### src/rtl/gate_shaper_pkg.sv
package gate_shaper_pkg;

    // one phase worth of gate drives
    typedef struct packed {
        logic top;
        logic bot;
    } gate_pair_t;

    localparam gate_pair_t PAIR_OFF = '{top: 1'b0, bot: 1'b0};

    // drive pair that conducts for a wanted level
    function automatic gate_pair_t pair_for(input logic want_top);
        gate_pair_t p;
        p.top = want_top;
        p.bot = ~want_top;
        return p;
    endfunction

endpackage

### src/rtl/pulse_filter.sv
module pulse_filter #(
    parameter int CNT_W = 8
) (
    input  logic             clk,
    input  logic             rst,
    input  logic             raw,
    input  logic [CNT_W-1:0] min_w,
    output logic             lvl
);
    localparam logic [CNT_W:0]   ONE_X = 1;
    localparam logic [CNT_W-1:0] STEP  = 1;

    logic [CNT_W-1:0] cnt;
    logic             reached;

    // raw has differed for cnt+1 consecutive edges including this one
    assign reached = ({1'b0, cnt} + ONE_X) >= {1'b0, min_w};

    always_ff @(posedge clk) begin
        if (rst) begin
            lvl <= 1'b0;
            cnt <= '0;
        end else if (raw == lvl) begin
            cnt <= '0;
        end else if (reached) begin
            lvl <= raw;
            cnt <= '0;
        end else begin
            cnt <= cnt + STEP;
        end
    end

    // checker: every accepted level segment lasts at least min_w cycles
    logic             lvl_prev;
    logic [CNT_W-1:0] stable_run;

    always_ff @(posedge clk) begin
        if (rst) begin
            lvl_prev   <= 1'b0;
            stable_run <= '0;
        end else begin
            lvl_prev <= lvl;
            if (lvl != lvl_prev)
                stable_run <= '0;
            else if (stable_run != '1)
                stable_run <= stable_run + STEP;
        end
    end

    assert_min_segment_R4: assert property (@(posedge clk) disable iff (rst)
        (lvl != lvl_prev) |-> (({1'b0, stable_run} + ONE_X) >= {1'b0, min_w}));

endmodule

### src/rtl/underlap_gen.sv
module underlap_gen
    import gate_shaper_pkg::*;
#(
    parameter int CNT_W = 8
) (
    input  logic             clk,
    input  logic             rst,
    input  logic             want_top,
    input  logic [CNT_W-1:0] underlap,
    output gate_pair_t       drv
);
    localparam logic [CNT_W:0]   ONE_X = 1;
    localparam logic [CNT_W-1:0] STEP  = 1;

    logic [CNT_W-1:0] cnt;
    logic             settled;
    logic             any_on;
    logic             gap_done;

    assign settled  = want_top ? (drv.top & ~drv.bot) : (drv.bot & ~drv.top);
    assign any_on   = drv.top | drv.bot;
    assign gap_done = ({1'b0, cnt} + ONE_X) >= {1'b0, underlap};

    always_ff @(posedge clk) begin
        if (rst) begin
            drv <= PAIR_OFF;
            cnt <= '0;
        end else if (settled) begin
            cnt <= '0;
        end else if (any_on) begin
            // wrong switch conducts: hand over at once or open both
            drv <= (underlap == '0) ? pair_for(want_top) : PAIR_OFF;
            cnt <= '0;
        end else if (gap_done) begin
            drv <= pair_for(want_top);
            cnt <= '0;
        end else begin
            cnt <= cnt + STEP;
        end
    end

    // checker: length of the current both-off run
    logic [CNT_W-1:0] off_run;

    always_ff @(posedge clk) begin
        if (rst)
            off_run <= '0;
        else if (any_on)
            off_run <= '0;
        else if (off_run != '1)
            off_run <= off_run + STEP;
    end

    assert_pair_exclusive_R1: assert property (@(posedge clk) disable iff (rst)
        !(drv.top && drv.bot));

    assert_gap_top_R2: assert property (@(posedge clk) disable iff (rst)
        $rose(drv.top) |-> (off_run >= underlap));

    assert_gap_bot_R2: assert property (@(posedge clk) disable iff (rst)
        $rose(drv.bot) |-> (off_run >= underlap));

endmodule

### src/rtl/trip_latch.sv
module trip_latch (
    input  logic clk,
    input  logic rst,
    input  logic trip_req,
    output logic tripped
);
    logic req_q;

    always_ff @(posedge clk) begin
        if (rst) begin
            req_q   <= 1'b0;
            tripped <= 1'b0;
        end else begin
            req_q   <= trip_req;
            tripped <= tripped | req_q;
        end
    end

    assert_trip_sticky_R8: assert property (@(posedge clk) disable iff (rst)
        tripped |=> tripped);

endmodule

### src/rtl/gate_shaper.sv
module gate_shaper
    import gate_shaper_pkg::*;
#(
    parameter int NPH   = 3,
    parameter int CNT_W = 8
) (
    input  logic             clk,
    input  logic             rst,
    input  logic [NPH-1:0]   raw_pwm,
    input  logic [CNT_W-1:0] min_width,
    input  logic [CNT_W-1:0] underlap,
    input  logic             trip_req,
    output logic [NPH-1:0]   hi_drv,
    output logic [NPH-1:0]   lo_drv,
    output logic             trip_ok
);
    logic       tripped;
    logic       kill;
    gate_pair_t drv [NPH];

    trip_latch u_trip (
        .clk      (clk),
        .rst      (rst),
        .trip_req (trip_req),
        .tripped  (tripped)
    );

    assign kill    = tripped | rst;
    assign trip_ok = ~tripped;

    for (genvar p = 0; p < NPH; p++) begin : g_phase
        logic lvl;

        pulse_filter #(.CNT_W(CNT_W)) u_filt (
            .clk   (clk),
            .rst   (rst),
            .raw   (raw_pwm[p]),
            .min_w (min_width),
            .lvl   (lvl)
        );

        underlap_gen #(.CNT_W(CNT_W)) u_gap (
            .clk      (clk),
            .rst      (rst),
            .want_top (lvl),
            .underlap (underlap),
            .drv      (drv[p])
        );

        assign hi_drv[p] = drv[p].top & ~kill;
        assign lo_drv[p] = drv[p].bot & ~kill;
    end

    assert_out_exclusive_R1: assert property (@(posedge clk) disable iff (rst)
        (hi_drv & lo_drv) == '0);

    assert_trip_kills_R7: assert property (@(posedge clk) disable iff (rst)
        ($past(trip_req, 2) && !$past(rst, 1) && !$past(rst, 2))
            |-> (hi_drv == '0 && lo_drv == '0 && !trip_ok));

endmodule

### config.mk
export PLATFORM = sky130hd
export DESIGN_NAME = gate_shaper
export DESIGN_NICKNAME = d
export VERILOG_FILES = /design/src/rtl/gate_shaper_pkg.sv /design/src/rtl/pulse_filter.sv /design/src/rtl/underlap_gen.sv /design/src/rtl/trip_latch.sv /design/src/rtl/gate_shaper.sv
export SDC_FILE = /design/constraint.sdc
export NUM_CORES = 1
export LEC_CHECK = 0
export ABC_AREA = 1
export BUFFER_PORTS_ARGS = -buffer_cell sky130_fd_sc_hd__buf_2
export CAP_MARGIN = 0
export CORE_ASPECT_RATIO = 1.75
export CORE_UTILIZATION = 35
export DETAILED_ROUTE_END_ITERATION = 7
export GPL_TIMING_DRIVEN = 0
export PLACE_DENSITY = 0.58
export SLEW_MARGIN = 20
export SYNTH_ARGS = -nofsm -noshare
export SYNTH_HDL_FRONTEND = slang
export SYNTH_SLANG_ARGS = --single-unit
### constraint.sdc
create_clock -name clk -period 6.7 [get_ports clk]
set_input_delay 0.67 -clock clk [delete_from_list [all_inputs] [get_ports clk]]
set_output_delay 0.67 -clock clk [all_outputs]
set_load 0.05 [all_outputs]
==> results.md, run 1 <==
Outcome:
- The run finished with clean final reports.

Power:
- The clock share of power is 0.414.
- The switching component of the power is 272.1 uW.
- Dividing total power by cell area gives a power density of 215.1 nW/um^2.
- The share of total power dissipated in sequential elements is 0.408.
- Of the total power, the share spent switching nets is 0.2861.
- The internal power component is 679.0 uW.
- The analysis attributes to cell leakage a power of 2.387 nW.
- The worst vdd rail ir drop is 0.0001269 V.
- The power share of the combinational group is 0.178.

Route:
- The wire length per cell after detailed routing is 11.15 um.
- The first-pass iteration count of the detailed router is 4.
- The average via count per standard cell is 4.712.
- After detailed routing, the number of remaining DRC violations is 0.
- The final wirelength is 7925 um.
- The remaining antenna violation count after routing is 0.
- The detailed router's first-iteration violation count is 82.
- The total via count after detailed routing is 3,350.

Timing:
- Setup repair after global routing left no endpoint under its margin.
- The final period utilization is 0.3658.
- The count of endpoints failing hold in the final timing report is 0.
- The timing-limited maximum frequency is 0.4080 GHz.
- Setup violations remaining at the end of the flow were counted as 0.
- Counting I/O delays and the setup requirement, the final critical path takes around 2.5 ns.
- For the pin with the worst max-slew slack, the measured transition is 0.4448 ns.
- The number of slew-limit violations in the final report is 0.
- Across the routed clock network, the largest skew measured is 0.003233 ns.
- In this run the tightest slew margin relative to its limit is 0.7012.
- The setup TNS is 0 ns.

GRT:
- The overflow left after global routing is 0.
- The initial antenna violation count was 0.
- Entering global routing, the biggest net connects 11 pins.
- The first global-routing pass estimated roughly 14,000 um of wire.
- The total global routing track utilization is 0.1588.
- The number of global-route vias before repair is approximately 3,400.

Critical path:
- In this run the worst path has a maximum fanout of 8.
- The type of origin of the critical path is a primary input.
- The path type of the worst setup path is primary input to output pin.
- For the worst setup path, the data arrival time is around 1.8 ns.
- The worst register-to-register path has a setup slack of 4.30 ns.
- For the worst setup path, the data required time is 6.03 ns.
- The element type at the critical path end is an output pin.

Synth:
- Yosys printed 0 warnings.
- The cell count after synthesis is 539.
- Counting flops and latches in the post-synthesis netlist gives 59.
- For this run, asynchronously set or reset flops after synthesis account for 0.
- Of the post-synthesis cell area, the dominant cell type holds 0.3052.
- In this run, distinct cell masters in the synthesized netlist total 31.
- The cell with the most instances after synthesis is sky130_fd_sc_hd__inv_1.
- In the synthesized netlist, the cells that appear most often are 107 x sky130_fd_sc_hd__inv_1, 97 x sky130_fd_sc_hd__nor2_1, 90 x sky130_fd_sc_hd__nand2_1, 59 x sky130_fd_sc_hd__dfxtp_1, 54 x sky130_fd_sc_hd__ha_1.
- The synthesized netlist occupies a cell area of 3870 um^2.
- The synthesized area per cell is 7.180 um^2.
- The predominant post-synthesis flop cell is sky130_fd_sc_hd__dfxtp_1.
- The largest area contributor in the netlist is sky130_fd_sc_hd__dfxtp_1.
- Counting every net in the synthesized netlist gives 615.
- The share of the Yosys chip area taken by registers is 0.3052.
- After synthesis, the cell types taking the most area are sky130_fd_sc_hd__dfxtp_1 31%, sky130_fd_sc_hd__ha_1 17%, sky130_fd_sc_hd__inv_1 10%.
- Counting flops with a built-in enable in the synthesized netlist gives 0.

Final layout:
- Of the cells placed in the final design, the portion with a size suffix greater than 1 is 0.09983.
- Relative to the synthesized area, the layout overhead comes to 14.26%.
- The number of nets in the finished design is 654.
- The count of cells in the finished layout, fillers not included, comes to between 700 and 800.
- The final instance area is 4422 um^2.
- The repair_antennas step left the layout with diodes totalling 0.

Floorplanning:
- The area of the die is 11,500 um^2.
- The vertical extent of the die is 141.1 um.
- The number of top-level pins is 29.
- The core area is between 10,000 and 15,000 um^2.
- The starting density of the core is 0.3618.
- In this run the core area contains 50 standard-cell rows.
- The horizontal die dimension is 81.49 um.

Clock tree:
- The root buffer cell chosen for the clock tree is sky130_fd_sc_hd__clkbuf_16.
- The deepest level of the CTS H-tree is 3.
- The CTS tree is done.
- Once the clock tree was built, the setup fixing pass inserted 0 buffers.
- Clock-pin slew was measured on the worst setup and hold paths at 0.05 ns.
- The insertion delay to the later sink of the worst-skew pair is 0.33 ns.
- The number of instances resized during post-cts repair is 0.
- The number of clock buffers added by TritonCTS is 9.
- The number of sinks handled by clock tree synthesis is 59.
- Hold repair after CTS inserted 0 buffers.
- The clock passes through at most 2 buffers.

Job:
- Max-cap violations in this run came to 0.

Placed design:
- After detailed placement, the total cell area comes to 4173 um^2.
- In this run, placement finished with an instance count of approximately 700.
- The global placer's final weighted congestion is just over 0.8.
- Once detailed placement completed, the half-perimeter wirelength came to 6483 um.
- Port buffering added 28 buffers.

Worst hold path:
- The worst min-delay path class is flop to flop.
-- layout by cell type (no fill, tap or decap), types with 2 or more instances in the layout --
cell type / Yosys / final
sky130_fd_sc_hd__nand3_1: 28 / 28
sky130_fd_sc_hd__nand4_1: 7 / 7
sky130_fd_sc_hd__xor2_1: 26 / 26
sky130_fd_sc_hd__a21oi_1: 28 / 28
sky130_fd_sc_hd__nand4_4: 2 / 2
sky130_fd_sc_hd__nor3_1: 4 / 4
sky130_fd_sc_hd__and3_1: 4 / 4
sky130_fd_sc_hd__ha_1: 54 / 54
sky130_fd_sc_hd__clkbuf_1: 1 / 2
sky130_fd_sc_hd__clkinv_2: 0 / 4
sky130_fd_sc_hd__buf_2: 0 / 28
sky130_fd_sc_hd__nand2_2: 2 / 2
sky130_fd_sc_hd__nand3b_1: 3 / 3
sky130_fd_sc_hd__xnor2_1: 3 / 3
sky130_fd_sc_hd__nor2_2: 3 / 3
sky130_fd_sc_hd__nand3b_2: 2 / 2
sky130_fd_sc_hd__o21a_1: 2 / 2
sky130_fd_sc_hd__nand3_2: 3 / 3
sky130_fd_sc_hd__nor2_4: 2 / 2
sky130_fd_sc_hd__nor2_1: 97 / 97
sky130_fd_sc_hd__clkbuf_16: 0 / 9
sky130_fd_sc_hd__dfxtp_1: 59 / 59
sky130_fd_sc_hd__inv_1: 107 / 107
sky130_fd_sc_hd__nand2_1: 90 / 90
sky130_fd_sc_hd__a31oi_1: 2 / 2
sky130_fd_sc_hd__o21ai_2: 2 / 2
-- area by class of cell --
class / count / area, um^2
sequential: 59 / 1181
buffer: 1 / 3.754
clock inverter: 4 / 20.02
fill: 1118 / 6276
multi-input combinational: 372 / 2283
timing repair buffer: 28 / 140.1
inverter: 107 / 401.6
tap: 130 / 162.7
clock buffer: 10 / 229.0
-- critical path, cell delays in order --
cell                      delay [ns]
sky130_fd_sc_hd__buf_2          0.11
sky130_fd_sc_hd__inv_1          0.27
sky130_fd_sc_hd__nand2_1        0.24
sky130_fd_sc_hd__nor2_1         0.20
sky130_fd_sc_hd__buf_2          0.29
-- kinds of logic after synthesis --
group,share of synthesized area
buffers and inverters,0.1048
AND/OR/NAND/NOR,0.2923
AO/OA/AOI/OAI,0.05755
flip-flops,0.3052
adder cells (fa/ha/maj),0.1746
XOR/XNOR,0.06563
-- registers in the layout (all words and copies together) (netlist names) --
name / cells
g_phase.u_filt.lvl: 3
g_phase.u_filt.cnt: 24
u_trip.tripped: 1
g_phase.u_gap.drv: 6
g_phase.u_gap.cnt: 24
u_trip.req_q: 1
-- layer usage --
metal  up-vias  share of wire  track usage  wire length, um
met5         -              0            0                0
met4         0          0.034      0.08271              269
met3        20          0.043      0.04531              343
met2        53           0.53       0.2904             4211
met1      1511           0.39       0.1547             3101
li1       1766              -            -                -
-- final timing paths --
kind | from | endpoint | cells after the start
hold / removal | u_trip.req_q | u_trip.tripped | 2
setup / recovery | rst | hi_drv[1] | 5
setup reg to reg | g_phase[2].u_filt.cnt[0] | g_phase[2].u_filt.lvl | 14
hold reg to reg | u_trip.req_q | u_trip.tripped | 2
-- power groups by stage --
stage	combinational (mW)	clock [mW]	sequential [mW]
floorplan	0.130	0	0.391
global placement	0.165	0	0.394
detailed placement	0.172	0	0.395
CTS	0.172	0.408	0.388
global route	0.201	0.421	0.390
finish	0.169	0.394	0.388
-- per-stage QoR --
step	util	total power [mW]	setup WS (ns)	hold WS (ns)
floorplan	-	0.5210	4.377	0.4114
finish	0.4133	0.9510	4.249	0.4447
global placement	0.3901	0.5587	4.242	0.4215
detailed placement	0.3901	0.5667	4.250	0.4416
CTS	0.4133	0.9685	4.241	0.4533
global route	0.4133	1.012	4.023	0.4796
No activity file was read; power rests on OpenSTA's default activity.
==> run 2, diff against run 1 <==
PLACE_DENSITY = 0.6   (was 0.58)
clock period = 2.1 ns   (was 6.7 ns; I/O delays follow)
==> results.md, run 2 (same netlist as run 1, synthesis figures left out) <==
Timing:
- The worst-case headroom to the max-slew limit came to 0.6333 (-0.06786).
- Setup repair after global routing could not meet its margin everywhere.
- The final period utilization is 1.014.
- The worst clock skew on the final layout is 0.006755 ns (+0.003522 ns).
- The number of endpoints failing setup at the final stage is 3 (+3).
- The number of slew-limit violations in the final report is 0 (unchanged).
- Timing would allow up to 0.4695 GHz.
- The least setup slack across all paths after layout was -0.02982 ns (-4.279 ns).
- The actual slew at the worst max-slew pin was 0.5500 ns (+0.1052 ns).
- The count of endpoints failing hold in the final timing report is 0 (unchanged).
- The final-layout worst hold slack is 0.08473 ns (-0.3600 ns).
- The clock period minus final worst setup slack is 2.130 ns.

Placed design:
- The post-placement cell area was 4192 um^2 (+0.45%).
- The global placer's final weighted congestion is 0.8138 (-1.0%).
- The number of I/O port buffers is 28 (unchanged).
- The post-DP HPWL came to 6406 um (-1.2%).
- The instance count after placement with tap cells included is 697 (unchanged).

Final layout:
- In the layout the commonest cells are 99 x sky130_fd_sc_hd__inv_1, 76 x sky130_fd_sc_hd__nor2_1, 68 x sky130_fd_sc_hd__nand2_1.
- The number of nets in the finished design is 674 (+3.1%).
- The number of antenna cells inserted is 0 (unchanged).
- The share of final-layout standard cells stronger than drive strength 1 is 0.3455 (+0.2457).
- The most common cell after layout, fill and taps aside is sky130_fd_sc_hd__inv_1.
- The final instance count without filler cells was 732 (+3.0%).
- The sequential cell area is 1224 um^2 (+3.6%).
- The area growth from synthesis to layout is 38.64%.
- The multi-input combinational cell area came to 3003 um^2 (+32%).
- The number of fill cells in the layout was 1,016 (-9.1%).
- In the final layout, the registers with the most flip-flops are g_phase.u_filt.cnt x24, g_phase.u_gap.cnt x24, g_phase.u_gap.drv x6.
- The final instance area came to 5365 um^2 (+21%).

Route:
- The routed length on met3 was 289 um (-16%).
- The DRC violation count after routing was 0 (unchanged).
- The first-pass iteration count of the detailed router is 4 (unchanged).
- Signal routing reaches up to met4.
- The detailed router's first-iteration violation count came to 86 (+4.9%).
- The final wirelength is 8966 um (+13%).
- The total via count after detailed routing came to 3,475 (+3.7%).
- The average via count per standard cell is 4.747 (+0.76%).
- The total length of routed met2 wires is 4923 um (+17%).
- The routed length on met1 is 3394 um (+9.4%).
- The remaining antenna violation count after routing is 0 (unchanged).
- The wire length per cell after detailed routing was 12.25 um (+9.9%).

GRT:
- The initial antenna violation count is 0 (unchanged).
- The maximum number of pins on one net before global-route repair is 11 (unchanged).
- The total global routing track utilization was 0.1631 (+0.004291).
- The number of global-route vias before repair is 3,407 (-0.82%).
- The wire length of the first global-routing pass is 14,280 um (+1.6%).
- The overflow left after global routing is 0 (unchanged).

Clock tree:
- The buffer levels on the longest clock path is 2 (unchanged).
- The root buffer cell is sky130_fd_sc_hd__clkbuf_16.
- The deepest level of the CTS H-tree came to 3 (unchanged).
- The clock buffer count from CTS is 9 (unchanged).
- The post-CTS clock slew at the launch and capture registers of the worst setup and hold paths is 0.05 ns (about the same).
- The count of hold-fix buffers inserted at cts is 0 (unchanged).
- TritonCTS built the clock tree.
- The insertion delay to the later sink of the worst-skew pair came to 0.33 ns (about the same).
- The number of sinks handled by clock tree synthesis came to 59 (unchanged).

Floorplanning:
- The starting density of the core was 0.3618 (unchanged).
- The vertical extent of the die is 141.1 um (unchanged).
- The horizontal die dimension is 81.49 um (unchanged).
- The core area is 10,700 um^2 (unchanged).
- The area of the die came to 11,500 um^2 (unchanged).
- The total number of placement rows is 50 (unchanged).
- The number of top-level pins is 29 (unchanged).

Critical path:
- The family with the most delay on the worst path is simple AND/OR/NAND/NOR gates.
- The maximum net fanout on the critical path is 4 (-4).
- The required time of the critical path was 2.32 ns (-3.71 ns).
- STA classifies the critical path startpoint as a flop.
- The cell with the biggest individual delay on the critical path is sky130_fd_sc_hd__dfxtp_4.
- The largest stage delay on the critical path is 0.37 ns (+0.08 ns).
- The buffers plus inverters on the worst setup path is 1 (-2).
- The element type at the critical path end is a flop.
- The worst setup path is of the flop to flop kind.
- Walking the worst path, the cells encountered are ha_4 > nand2_4 > nor2_4 > nand3_2 > xor2_2 > inv_2 > ha_4 > nand2_1 > nand3b_1 > nor2_2 > nor2_4 > nand3_2 > nand2_1 > nand2_1 > nor2_1.
- The setup slack of the most critical reg-to-reg path came to -0.03 ns (-4.33 ns).
- The endpoint arrival time on the critical path is 2.35 ns (+0.57 ns).
- The critical path's most frequent cell is sky130_fd_sc_hd__nand2_1.

Worst hold path:
- In this run the worst hold path is classified as primary input to flop.

Power:
- The internal power component came to 2.368 mW (+250%).
- The static leakage is 2.596 nW (+8.8%).
- The switching part of the total is 0.2936 (+0.007509).
- The power density of the placed cells is 624.8 nW/um^2 (+190%).
- The power share of the combinational group is 0.208 (+0.030).
- The clock share of power is 0.409 (-0.005).
- The switching component of the power is 984.2 uW (+260%).
- The worst vdd rail ir drop is 0.0004393 V (+250%).
- The sequential share of power was 0.383 (-0.025).

Job:
- The max-cap violation count is 0 (unchanged).

Outcome:
- The run finished, with violations left.
- The checks that failed: setup timing.
run 2: per-layer routing:
metal | up-vias | track usage
met4 | 0 | 0.08741
li1 | 1805 | -
met3 | 23 | 0.03560
met1 | 1589 | 0.1601
met2 | 58 | 0.3031
met5 | - | 0
run 2: area by class of cell:
class | count | share of cell area
clock buffer | 13 | 0.05037
tap | 130 | 0.03032
buffer | 1 | 0.0006996
timing repair buffer | 48 | 0.05410
clock inverter | 2 | 0.001866
multi-input combinational | 372 | 0.5597
inverter | 107 | 0.07486
sequential | 59 | 0.2281
run 2: power groups by stage:
stage                     sequential [mW]  combinational, mW  clock, mW
after floorplan                      1.25              0.415          0
after global placement               1.26              0.529          0
after detailed placement             1.26              0.549          0
after CTS                            1.24              0.597       1.42
after global routing                 1.29              0.799       1.47
final                                1.28              0.697       1.37
run 2: tightest hold or removal path: cells and delay by family:
family	cells	cell delay, ns
buffers and inverters	2	0.10
and+or+nand+nor	1	0.06
run 2: final timing paths:
kind,to,startpoint,cells past startpoint
setup / recovery,g_phase[0].u_filt.lvl,g_phase[0].u_filt.cnt[0],15
setup reg to reg,g_phase[0].u_filt.lvl,g_phase[0].u_filt.cnt[0],15
hold / removal,u_trip.req_q,trip_req,3
hold reg to reg,u_trip.tripped,u_trip.req_q,2
run 2: through the flow:
stage / setup TNS, ns / total power, mW / util / setup WS [ns]
finish: -0.05715 / 3.352 / 0.5015 / -0.02982
global route: -4.164 / 3.562 / 0.5015 / -0.1806
CTS: -0.1207 / 3.264 / 0.4461 / -0.02011
detailed placement: -8.045 / 1.809 / 0.3918 / -0.3021
global placement: -6.252 / 1.786 / 0.3918 / -0.2209
floorplan: -0.005438 / 1.663 / - / -0.005438
run 2: repair_timing:
item / CTS / global route
gates resized for setup: 49 / 121
pin swaps: 25 / 50
setup endpoints to repair: 52 / 57
setup buffers: 11 / 9
gates cloned: 0 / 0
==> run 3, diff against run 2 <==
CORE_MARGIN = 2   (was default)
==> results.md, run 3 (same netlist as run 1, synthesis figures left out) <==
Placed design:
- The worst-case setup slack after placement is -0.3044 ns (-0.002297 ns).
- The post-DP HPWL is 6540 um (+2.1%).
- The global placer's final weighted congestion came to 0.7793 (-4.2%).
- The number of I/O port buffers is 28 (unchanged).
- The instance count after placement with tap cells included is 697 (unchanged).

Power:
- The static leakage came to 2.597 nW (about the same).
- The sequential share of power was 0.389 (+0.006).
- The switching component of the power is 969.3 uW (-1.5%).
- The worst vdd rail ir drop was 0.0004380 V (-0.31%).
- The total power draw is 3.267 mW (-2.6%).
- The internal power component was 2.297 mW (-3.0%).
- The switching part of the total is 0.2967 (+0.003121).
- The clock share of power is 0.402 (-0.007).
- The power density of the placed cells is 616.0 nW/um^2 (-1.4%).
- The power share of the combinational group came to 0.209 (about the same).

Critical path:
- The endpoint arrival time on the critical path was 2.33 ns (-0.02 ns).
- The element type at the critical path end is a flop.
- The path depth of the worst reg2reg path came to 14 (-1).
- The setup slack of the most critical reg-to-reg path is -0.01 ns (+0.02 ns).
- The endpoint identified for the worst register-to-register timing path is g_phase[2].u_filt.lvl.
- The required time of the critical path came to 2.32 ns (about the same).
- The type of origin of the critical path is a flop.
- In this run the critical register-to-register path is launched from g_phase[2].u_filt.cnt[1].
- The critical path in this run is classified as flop to flop.
- The maximum net fanout on the critical path is 3 (-1).

GRT:
- The wire length of the first global-routing pass is 14,390 um (+0.77%).
- The total global routing track utilization was 0.1503 (-0.01274).
- The overflow left after global routing was 0 (unchanged).
- The number of global-route vias before repair is 3,487 (+2.3%).
- The maximum number of pins on one net before global-route repair is 11 (unchanged).
- The initial antenna violation count is 0 (unchanged).

Worst hold path:
- The end of the worst hold path is u_trip.req_q.
- In this run the worst hold path is classified as primary input to flop.
- The number of cells traversed by the worst hold path is 3 (unchanged).
- The launch point of the worst hold path is trip_req.

Clock tree:
- In this run the clock root is driven by a sky130_fd_sc_hd__clkbuf_16.
- The post-CTS clock slew at the launch and capture registers of the worst setup and hold paths is 0.05 ns (about the same).
- The deepest level of the CTS H-tree is 3 (unchanged).
- The number of sinks handled by clock tree synthesis is 59 (unchanged).
- The insertion delay to the later sink of the worst-skew pair came to 0.33 ns (about the same).
- The clock buffer count from CTS came to 9 (unchanged).
- The CTS tree is done.
- The buffer levels on the longest clock path is 2 (unchanged).

Timing:
- The worst-case headroom to the max-slew limit is 0.6533 (+0.02001).
- The least setup slack across all paths after layout was -0.009765 ns (+0.02006 ns).
- The clock period minus final worst setup slack came to 2.110 ns (-0.02006 ns).
- Setup repair after global routing could not meet its margin everywhere.
- The actual slew at the worst max-slew pin came to 0.5200 ns (-0.03001 ns).
- The timing-limited maximum frequency is 0.4740 GHz (+0.95%).
- The count of endpoints failing hold in the final timing report was 0 (unchanged).
- The worst clock skew on the final layout is 0.004474 ns (-0.002281 ns).
- The number of slew-limit violations in the final report is 0 (unchanged).
- The final period utilization is 1.005 (-0.009552).
- The setup TNS is -0.01013 ns (+0.04702 ns).
- The number of endpoints failing setup at the final stage is 2 (-1).

Route:
- The remaining antenna violation count after routing is 0 (unchanged).
- The first-pass iteration count of the detailed router came to 4 (unchanged).
- The detailed router's first-iteration violation count is 84 (-2.3%).
- The routed length on met3 is 302 um (+4.5%).
- The topmost layer with routed signal wires is met4.
- The total via count after detailed routing is 3,541 (+1.9%).
- The wire length per cell after detailed routing came to 12.09 um (-1.3%).
- The routed length on met1 is 3362 um (-0.94%).
- The total length of routed met2 wires is 4952 um (+0.59%).
- The average via count per standard cell is 4.798 (+1.1%).
- The DRC violation count after routing came to 0 (unchanged).
- The final wirelength is 8922 um (-0.49%).

Final layout:
- The final core utilization came to 0.4928 (-0.008729).
- The final instance count without filler cells came to 738 (+0.82%).
- In the final layout, the registers with the most flip-flops are g_phase.u_filt.cnt x24, g_phase.u_gap.cnt x24, g_phase.u_gap.drv x6.
- The number of fill cells in the layout is 1,034 (+1.8%).
- Leaving out fill and tap cells, the most frequent cells in the layout are 99 x sky130_fd_sc_hd__inv_1, 74 x sky130_fd_sc_hd__nor2_1, 73 x sky130_fd_sc_hd__nand2_1.
- The area growth from synthesis to layout is 37.02%.
- The share of final-layout standard cells stronger than drive strength 1 was 0.3339 (-0.01163).
- The most common cell after layout, fill and taps aside is sky130_fd_sc_hd__inv_1.
- The number of antenna cells inserted is 0 (unchanged).
- The number of nets in the finished design was 680 (+0.89%).

Outcome:
- The run finished, with violations left.
- The final reports fail on setup timing.

Floorplanning:
- The number of top-level pins is 29 (unchanged).
- The horizontal die dimension came to 83.49 um (+2.5%).
- The total number of placement rows is 50 (unchanged).
- The vertical extent of the die is 143.1 um (+1.4%).
- The core area is 10,760 um^2 (+0.58%).
- The area of the die was 11,950 um^2 (+3.9%).
- The starting density of the core is 0.3597 (-0.002103).

Job:
- The max-cap violation count is 0 (unchanged).
-- run 3: cell count changes in the layout (fill, tap and decap cells not counted), sizes merged --
cell / delta
buf: +6
clkbuf: -1
clkinv: +1
-- run 3: worst max-delay path by stage --
stage / start / to / cells past startpoint
6_report: g_phase[2].u_filt.cnt[1] / g_phase[2].u_filt.lvl / 14
5_1_grt: g_phase[2].u_gap.cnt[1] / g_phase[2].u_gap.cnt[4] / 13
4_1_cts: g_phase[2].u_filt.cnt[0] / g_phase[2].u_filt.lvl / 15
3_5_place_dp: g_phase[2].u_gap.cnt[0] / g_phase[2].u_gap.cnt[4] / 15
3_3_place_gp: g_phase[2].u_filt.cnt[0] / g_phase[2].u_filt.lvl / 14
2_1_floorplan: g_phase[2].u_filt.cnt[0] / g_phase[2].u_filt.lvl / 14
-- run 3: cell type report --
class	count	area, um^2	share of cell area
Clock inverter	3	15.01	0.002832
Sequential cell	59	1214	0.2289
Multi-Input combinational cell	372	2917	0.5500
Buffer	1	3.754	0.0007079
Timing Repair Buffer	54	342.8	0.06465
Inverter	107	401.6	0.07574
Tap cell	130	162.7	0.03067
Clock buffer	12	246.5	0.04648
-- run 3: metrics by stage --
stage | instance area, um^2 | hold slack [ns]
6_report | 5303 | 0.08133
3_5_place_dp | 4192 | 0.4201
5_1_grt | 5303 | 0.07161
3_3_place_gp | 4192 | 0.4184
4_1_cts | 4878 | 0.07377
2_1_floorplan | 3889 | 0.3170
-- run 3: per-layer routing --
metal  vias up  GRT usage
li1       1818          -
met2        58     0.2984
met1      1644     0.1405
met5         -          0
met4         0    0.07385
met3        21    0.03699
-- run 3: repair_timing --
item,CTS,global route
setup endpoints to repair,52,57
gates resized for setup,61,92
hold buffers,0,0
pin swaps,29,47
setup buffers,20,6
-- run 3: worst max-delay path: stages, from the launching register on --
cell and delay, ns:
sky130_fd_sc_hd__dfxtp_2 0.36, sky130_fd_sc_hd__nand3_2 0.10, sky130_fd_sc_hd__nor2_2 0.09, sky130_fd_sc_hd__nand2_1 0.08
sky130_fd_sc_hd__and3b_2 0.27, sky130_fd_sc_hd__xor2_2 0.18, sky130_fd_sc_hd__inv_2 0.07, sky130_fd_sc_hd__ha_4 0.27
sky130_fd_sc_hd__nand3b_1 0.11, sky130_fd_sc_hd__nor2_2 0.18, sky130_fd_sc_hd__nor2_4 0.06, sky130_fd_sc_hd__nand3_2 0.08
sky130_fd_sc_hd__nand2_1 0.05, sky130_fd_sc_hd__nand2_1 0.05, sky130_fd_sc_hd__nor2_1 0.04
-- run 3: power groups by stage --
| stage | Sequential, mW | Clock [mW] | Combinational [mW] |
|---|---|---|---|
| after global routing | 1.28 | 1.40 | 0.791 |
| after CTS | 1.25 | 1.34 | 0.616 |
| after global placement | 1.26 | 0 | 0.530 |
| after detailed placement | 1.26 | 0 | 0.549 |
| final | 1.27 | 1.31 | 0.681 |
| after floorplan | 1.25 | 0 | 0.415 |
